## config.mk

```make
export PLATFORM = sky130hd
export DESIGN_NAME = chptr_window
export DESIGN_NICKNAME = d
export VERILOG_FILES = /design/src/rtl/chptr_pkg.sv /design/src/rtl/chptr_decode.sv /design/src/rtl/chptr_bank.sv /design/src/rtl/chptr_rbuf.sv /design/src/rtl/chptr_window.sv
export SDC_FILE = /design/constraint.sdc
export NUM_CORES = 1
export LEC_CHECK = 0
export BUFFER_PORTS_ARGS = -buffer_cell sky130_fd_sc_hd__buf_2
export CAP_MARGIN = 5
export CORE_ASPECT_RATIO = 1.4
export CORE_MARGIN = 5
export CORE_UTILIZATION = 35
export DETAILED_ROUTE_END_ITERATION = 8
export MAX_ROUTING_LAYER = met4
export PLACE_DENSITY = 0.57
export RECOVER_POWER = 25
export SYNTH_ARGS = -nofsm -noshare
export SYNTH_HDL_FRONTEND = slang
export SYNTH_SLANG_ARGS = --single-unit
```

## constraint.sdc

```tcl
create_clock -name clk -period 6.4 [get_ports clk]
set_input_delay 0.96 -clock clk [delete_from_list [all_inputs] [get_ports clk]]
set_output_delay 0.96 -clock clk [all_outputs]
set_load 0.01 [all_outputs]
```

## src/rtl/chptr_pkg.sv

```systemverilog
// Package: shared constants and the bank write command used across the
// channel pointer window. Assumes a 32-bit CPU window with byte lanes.
package chptr_pkg;

    localparam int PTR_W   = 14;   // width of one descriptor pointer
    localparam int SEL_W   = 8;    // width of the channel selector field
    localparam int PTR_LSB = 16;   // bit position of the pointer field
    localparam int WIN_W   = 32;   // window width

    // One write into the pointer bank.
    typedef struct packed {
        logic             we;
        logic [SEL_W-1:0] idx;
        logic [PTR_W-1:0] val;
    } bank_wr_t;

    // Build the window read view from selector and selected pointer.
    function automatic logic [WIN_W-1:0] pack_window(
        input logic [SEL_W-1:0] sel,
        input logic [PTR_W-1:0] ptr
    );
        logic [WIN_W-1:0] w;
        w = '0;
        w[SEL_W-1:0]               = sel;
        w[PTR_LSB +: PTR_W]        = ptr;
        return w;
    endfunction

endpackage

```

## src/rtl/chptr_decode.sv

```systemverilog
// Module: CPU-side decode of the register window. Holds the channel
// selector and turns lane-enabled writes into bank write commands.
// Assumes writes are single-cycle strobes and that eng_normal gates all
// access; the pointer target is the selector value after this write.
module chptr_decode
    import chptr_pkg::*;
#(
    parameter int NUM_CH = 8
) (
    input  logic             clk,
    input  logic             rst_n,
    input  logic             eng_normal,
    input  logic             cpu_wr,
    input  logic [3:0]       cpu_be,
    input  logic [WIN_W-1:0] cpu_wdata,
    output logic [SEL_W-1:0] sel_q,
    output bank_wr_t         bank_wr
);

    logic             sel_we;
    logic             ptr_we_raw;
    logic [SEL_W-1:0] sel_next;
    logic             sel_in_range;

    // Decode which fields this write touches.
    always_comb begin
        sel_we       = eng_normal && cpu_wr && cpu_be[0];
        ptr_we_raw   = eng_normal && cpu_wr && cpu_be[2] && cpu_be[3];
        sel_next     = sel_we ? cpu_wdata[SEL_W-1:0] : sel_q;
        sel_in_range = (32'(sel_next) < NUM_CH);
    end

    // Form the bank write command aimed at the post-write selector.
    always_comb begin
        bank_wr.we  = ptr_we_raw && sel_in_range;
        bank_wr.idx = sel_next;
        bank_wr.val = cpu_wdata[PTR_LSB +: PTR_W];
    end

    // Selector register.
    always_ff @(posedge clk) begin
        if (!rst_n) begin
            sel_q <= '0;
        end else if (sel_we) begin
            sel_q <= cpu_wdata[SEL_W-1:0];
        end
    end

    AST_SEL_GATED: assert property (@(posedge clk) disable iff (!rst_n)
        !eng_normal |=> $stable(sel_q));

    AST_SEL_LOAD: assert property (@(posedge clk) disable iff (!rst_n)
        (eng_normal && cpu_wr && cpu_be[0]) |=> sel_q == $past(cpu_wdata[SEL_W-1:0]));

    AST_PTR_NEEDS_BOTH: assert property (@(posedge clk) disable iff (!rst_n)
        bank_wr.we |-> (cpu_be[2] && cpu_be[3]));

endmodule

```

## src/rtl/chptr_bank.sv

```systemverilog
// Module: the per-channel pointer bank with one write port and two
// combinational read ports (CPU selector and engine lookup).
// Assumes the write index is already range-checked by the decoder;
// out-of-range read indices return zero.
module chptr_bank
    import chptr_pkg::*;
#(
    parameter int NUM_CH = 8,
    parameter int IDX_W  = 3
) (
    input  logic             clk,
    input  logic             rst_n,
    input  bank_wr_t         bank_wr,
    input  logic [SEL_W-1:0] cpu_idx,
    output logic [PTR_W-1:0] cpu_ptr,
    input  logic [IDX_W-1:0] eng_idx,
    output logic [PTR_W-1:0] eng_ptr
);

    logic [PTR_W-1:0] ent [NUM_CH];

    // Entry storage: clear on reset, write the addressed entry.
    always_ff @(posedge clk) begin
        if (!rst_n) begin
            for (int i = 0; i < NUM_CH; i++) ent[i] <= '0;
        end else if (bank_wr.we) begin
            for (int i = 0; i < NUM_CH; i++) begin
                if (bank_wr.idx == SEL_W'(i)) ent[i] <= bank_wr.val;
            end
        end
    end

    // CPU read port: entry named by the selector, zero when none.
    always_comb begin
        cpu_ptr = '0;
        for (int i = 0; i < NUM_CH; i++) begin
            if (cpu_idx == SEL_W'(i)) cpu_ptr = ent[i];
        end
    end

    // Engine read port: entry named by the lookup channel.
    always_comb begin
        eng_ptr = '0;
        for (int i = 0; i < NUM_CH; i++) begin
            if (eng_idx == IDX_W'(i)) eng_ptr = ent[i];
        end
    end

    AST_WR_IN_RANGE: assert property (@(posedge clk) disable iff (!rst_n)
        bank_wr.we |-> (32'(bank_wr.idx) < NUM_CH));

    // Per-entry guards: an entry moves only when it is addressed.
    for (genvar g = 0; g < NUM_CH; g++) begin : g_ent_chk
        AST_ENTRY_HOLD: assert property (@(posedge clk) disable iff (!rst_n)
            !(bank_wr.we && bank_wr.idx == SEL_W'(g)) |=> $stable(ent[g]));
        AST_ENTRY_LOAD: assert property (@(posedge clk) disable iff (!rst_n)
            (bank_wr.we && bank_wr.idx == SEL_W'(g)) |=> ent[g] == $past(bank_wr.val));
    end

endmodule

```

## src/rtl/chptr_rbuf.sv

```systemverilog
// Module: engine lookup with a one-entry pointer buffer. A hit returns
// the buffered pointer; a miss reads the bank and refills the buffer.
// Any change of the configuration bit flushes the buffer, and a flush
// seen in the same cycle as a request forces that request to miss.
module chptr_rbuf
    import chptr_pkg::*;
#(
    parameter int IDX_W = 3
) (
    input  logic             clk,
    input  logic             rst_n,
    input  logic             cfg_rbdis,
    input  logic             req_valid,
    input  logic [IDX_W-1:0] req_chan,
    input  logic [PTR_W-1:0] bank_ptr,
    output logic             rsp_valid,
    output logic [PTR_W-1:0] rsp_ptr
);

    logic             rbdis_q;
    logic             flush;
    logic             buf_valid;
    logic [IDX_W-1:0] buf_chan;
    logic [PTR_W-1:0] buf_ptr;
    logic             hit;

    // Detect a change of the configuration bit and decide hit or miss.
    always_comb begin
        flush = (cfg_rbdis != rbdis_q);
        hit   = buf_valid && !flush && (buf_chan == req_chan);
    end

    // Remember the last seen configuration bit.
    always_ff @(posedge clk) begin
        if (!rst_n) rbdis_q <= 1'b0;
        else        rbdis_q <= cfg_rbdis;
    end

    // Buffer: refill on miss, drop on flush.
    always_ff @(posedge clk) begin
        if (!rst_n) begin
            buf_valid <= 1'b0;
            buf_chan  <= '0;
            buf_ptr   <= '0;
        end else if (req_valid && !hit) begin
            buf_valid <= 1'b1;
            buf_chan  <= req_chan;
            buf_ptr   <= bank_ptr;
        end else if (flush) begin
            buf_valid <= 1'b0;
        end
    end

    // Response register: one cycle after the request.
    always_ff @(posedge clk) begin
        if (!rst_n) begin
            rsp_valid <= 1'b0;
            rsp_ptr   <= '0;
        end else begin
            rsp_valid <= req_valid;
            if (req_valid) rsp_ptr <= hit ? buf_ptr : bank_ptr;
        end
    end

    AST_RSP_FOLLOWS: assert property (@(posedge clk) disable iff (!rst_n)
        req_valid |=> rsp_valid);

    AST_RSP_ONLY_ON_REQ: assert property (@(posedge clk) disable iff (!rst_n)
        !req_valid |=> !rsp_valid);

    AST_HIT_USES_BUF: assert property (@(posedge clk) disable iff (!rst_n)
        (req_valid && buf_valid && !flush && buf_chan == req_chan)
            |=> rsp_ptr == $past(buf_ptr));

    AST_MISS_REFILLS: assert property (@(posedge clk) disable iff (!rst_n)
        (req_valid && buf_chan != req_chan)
            |=> buf_valid && buf_chan == $past(req_chan) && buf_ptr == rsp_ptr);

    AST_FLUSH_DROPS: assert property (@(posedge clk) disable iff (!rst_n)
        (flush && !req_valid) |=> !buf_valid);

endmodule

```

## src/rtl/chptr_window.sv

```systemverilog
// Module: top of the indirect channel pointer window. Ties the CPU
// decoder, the pointer bank and the engine lookup buffer together and
// forms the window read view. Assumes NUM_CH is between 2 and 256.
module chptr_window
    import chptr_pkg::*;
#(
    parameter int NUM_CH = 8,
    localparam int IDX_W = $clog2(NUM_CH)
) (
    input  logic             clk,
    input  logic             rst_n,
    input  logic             eng_normal,
    input  logic             cpu_wr,
    input  logic [3:0]       cpu_be,
    input  logic [31:0]      cpu_wdata,
    output logic [31:0]      cpu_rdata,
    input  logic             cfg_rbdis,
    input  logic             req_valid,
    input  logic [IDX_W-1:0] req_chan,
    output logic             rsp_valid,
    output logic [13:0]      rsp_ptr
);

    logic [SEL_W-1:0] sel_q;
    bank_wr_t         bank_wr;
    logic [PTR_W-1:0] cpu_ptr;
    logic [PTR_W-1:0] eng_ptr;

    chptr_decode #(.NUM_CH(NUM_CH)) u_decode (
        .clk        (clk),
        .rst_n      (rst_n),
        .eng_normal (eng_normal),
        .cpu_wr     (cpu_wr),
        .cpu_be     (cpu_be),
        .cpu_wdata  (cpu_wdata),
        .sel_q      (sel_q),
        .bank_wr    (bank_wr)
    );

    chptr_bank #(.NUM_CH(NUM_CH), .IDX_W(IDX_W)) u_bank (
        .clk     (clk),
        .rst_n   (rst_n),
        .bank_wr (bank_wr),
        .cpu_idx (sel_q),
        .cpu_ptr (cpu_ptr),
        .eng_idx (req_chan),
        .eng_ptr (eng_ptr)
    );

    chptr_rbuf #(.IDX_W(IDX_W)) u_rbuf (
        .clk       (clk),
        .rst_n     (rst_n),
        .cfg_rbdis (cfg_rbdis),
        .req_valid (req_valid),
        .req_chan  (req_chan),
        .bank_ptr  (eng_ptr),
        .rsp_valid (rsp_valid),
        .rsp_ptr   (rsp_ptr)
    );

    // Window read view, blanked outside the normal state.
    always_comb begin
        cpu_rdata = eng_normal ? pack_window(sel_q, cpu_ptr) : '0;
    end

    AST_RD_BLANK: assert property (@(posedge clk) disable iff (!rst_n)
        !eng_normal |-> cpu_rdata == 32'h0);

    AST_RD_UNUSED_ZERO: assert property (@(posedge clk) disable iff (!rst_n)
        cpu_rdata[15:8] == 8'h0 && cpu_rdata[31:30] == 2'b00);

    AST_RD_OOR_ZERO: assert property (@(posedge clk) disable iff (!rst_n)
        (32'(sel_q) >= NUM_CH) |-> cpu_rdata[29:16] == 14'h0);

endmodule

```

==> results.json <==
{
  "outcome": "complete, no violations",
  "powerDensity_nw_per_um2": 258,
  "critical_path_required_ns": 6.39,
  "clockRootBuffer": "clkbuf_16",
  "numPortBuffers": 70,
  "area_growth_pct": 12.0,
  "grt_usage_pct": 18.4,
  "final_max_slew_viol_count": 0,
  "cp.arrival_ns": 3.86,
  "die_h_um": 189,
  "cts_hold_buf": 0,
  "final.min_clock_period_ns": 3.87,
  "synth_area_leaders": "edfxtp_1 (42%), dfxtp_1 (10%), nand2_1 (5.3%), nor3_1 (3.5%), a221o_1 (3.2%)",
  "first_iter_violations": 573,
  "maxCapViolCount": 0,
  "synth_area_um2": 8020,
  "antenna_found_initial": 0,
  "cts_max_path_buffers": 2,
  "hold_class": "reg -> reg",
  "gp_congestion": 0.851,
  "avgViaCountPerCell": 5.55,
  "hold_violations": 0,
  "synth_edf_count": 112,
  "ys_top_cells_by_count": "nand2_1 (113), edfxtp_1 (112), nor3_1 (56), nor2_1 (47), dfxtp_1 (42)",
  "synth_top_flop_cell": "edfxtp_1",
  "syn_inst": 765,
  "setup_viol": 0,
  "tns_ns": 0,
  "p_sw_share_pct": 25.6,
  "yosysTopAreaCellShare_pct": 41.9,
  "coreArea_um2": 22500,
  "p_leak_nw": 3.24,
  "seqPwrFrac_pct": 49.2,
  "irDropWorstVdd_mv": 0.136,
  "slew_headroom_pct": 6.11,
  "rsz0062_at_grt": "false",
  "combPwrFrac_pct": 10.2,
  "rows": 65,
  "crit_type": "in -> reg",
  "placed_area_um2": 8480,
  "worstMarginPinSlew_ns": 1.41,
  "cp-end-kind": "flip-flop",
  "worstPathMaxFanout": 46,
  "synth-seq-cells": 154,
  "tritoncts": "built",
  "grt_pass1_vias": 6015,
  "clock-sinks": 154,
  "p_switching_w": 0.000594,
  "ant_nets": 0,
  "path_cells": "clkbuf_1 -> nand3_1 -> mux2_1 -> or2_2 -> nand2b_4 -> nand2_1",
  "nets": 847,
  "overflow": 0,
  "ys_types": 61,
  "final.period_utilization_pct": 60.5,
  "h-tree-depth": 4,
  "slowest_stage": "or2_2",
  "grt_max_degree": 47,
  "fp.dieW_um": 138,
  "io_pins": 92,
  "ys_seq_area_share_pct": 52.4,
  "yosys_warnings": 0,
  "yosys.cell_count.top_type": "nand2_1",
  "cp-start-kind": "input port",
  "clk_pin_slew_ns": 0.06,
  "skew_ns": 0.0101,
  "dpl.hpwl_mm": 15.9,
  "dieArea_um2": 26100,
  "ctsResizeCount": 0,
  "fin_area_um2": 8980,
  "grt_pass1_wl_mm": 35.4,
  "drtPass1Iterations": 8,
  "internal-power_w": 0.00173,
  "wl_per_cell_um": 20.7,
  "async_flop_share_pct": 0,
  "clkPwrFrac_pct": 40.7,
  "yosys.area.top_type": "edfxtp_1",
  "drive_above_1_share_pct": 18.9,
  "postCtsSetupBuffers": 0,
  "clock_latency_ns": 0.43,
  "vias": 6192,
  "diodes": 0,
  "wl_mm": 23.1,
  "synth.avg_cell_area_um2": 10.5,
  "cts_buffers": 17,
  "fmax_mhz": 258,
  "initial_core_util_pct": 35.6,
  "slowest_delay_ns": 0.80,
  "drc_errors": 0
}
## critical path, delay by kind of cell
kind,cells,cell delay (ns)
buf+inv,1,0.36
mux,1,0.38
simple gates,4,2.13
## state kept, by name, indices dropped and copies added (netlist names)
name	flops
u_rbuf.rsp_ptr	14
u_decode.sel_q	8
u_rbuf.buf_valid	1
u_rbuf.rsp_valid	1
u_bank.ent	112
u_rbuf.buf_chan	3
u_rbuf.buf_ptr	14
u_rbuf.rbdis_q	1
## routing by layer
| layer | up-vias | track usage [%] | share of wire [%] |
|---|---|---|---|
| met3 | 32 | 2.82 | 5.8 |
| met1 | 3071 | 22.7 | 41 |
| met4 | 0 | 5.74 | 2.2 |
| met2 | 220 | 30.9 | 51 |
| li1 | 2869 | - | - |
| met5 | - | - | 0 |
## through the flow
stage,hold slack (ns),setup WS [ns],power [W],utilization (%),std cells
floorplan,0.447,3.09,0.00132,-,774
global placement,0.469,2.41,0.00140,37.6,1084
detailed placement,0.475,2.42,0.00140,37.6,1084
CTS,0.490,2.55,0.00233,40.0,1116
global route,0.503,2.21,0.00240,39.9,1116
finish,0.489,2.53,0.00232,39.9,1116
## cell type report
cell class                      count  area [µm²]
Timing Repair Buffer               81         408
Sequential cell                   154        4210
Inverter                           28         105
Clock buffer                       23         479
Fill cell                        2219       13500
Clock inverter                      9        62.6
Multi-Input combinational cell    520        3350
Tap cell                          301         377
## cell usage in the layout (no fill, tap or decap), types with 10 or more instances in the layout
cell type,synthesis,final
mux4_2,10,10
o22ai_1,22,22
edfxtp_1,112,112
nand2_1,113,114
inv_1,28,28
buf_2,24,53
nor2b_1,11,11
and2_1,12,11
o21ai_0,41,36
nor2_1,47,47
clkbuf_1,28,22
clkbuf_16,0,18
buf_4,12,10
a32o_1,13,13
conb_1,1,10
nor3_1,56,56
dfxtp_1,42,41
nor2_2,13,13
mux2i_1,18,18
a21oi_1,27,27
a22o_1,14,14
a221o_1,26,26
mux2_2,17,17
## kinds of logic (layout without fill, tap and decap cells)
group	after synthesis	after routing	synth area share [%]
AO/OA/AOI/OAI	175	175	15.9
XOR/XNOR	4	4	0.624
buffers and inverters	100	141	6.29
flip-flops	154	154	52.4
multiplexers	46	46	7.63
other	1	10	0.0468
AND/OR/NAND/NOR	285	285	17.1
## power by group through the flow
stage	registers, W	clock network [W]	logic, W
floorplan	0.00115	0	0.000163
global placement	0.00116	0	0.000236
detailed placement	0.00116	0	0.000238
CTS	0.00114	0.000955	0.000239
global route	0.00115	0.000999	0.000256
finish	0.00114	0.000944	0.000236
## final timing paths
kind,cells past startpoint,endpoint,from,slack (ns)
max reg2reg,5,u_bank.ent[0][8],u_decode.sel_q[1],3.27
min reg2reg,1,u_rbuf.buf_ptr[4],u_rbuf.buf_ptr[4],0.49
min,1,u_rbuf.buf_ptr[4],u_rbuf.buf_ptr[4],0.49
max,6,u_bank.ent[0][8],eng_normal,2.53
Power figures use the tool's default switching activity.
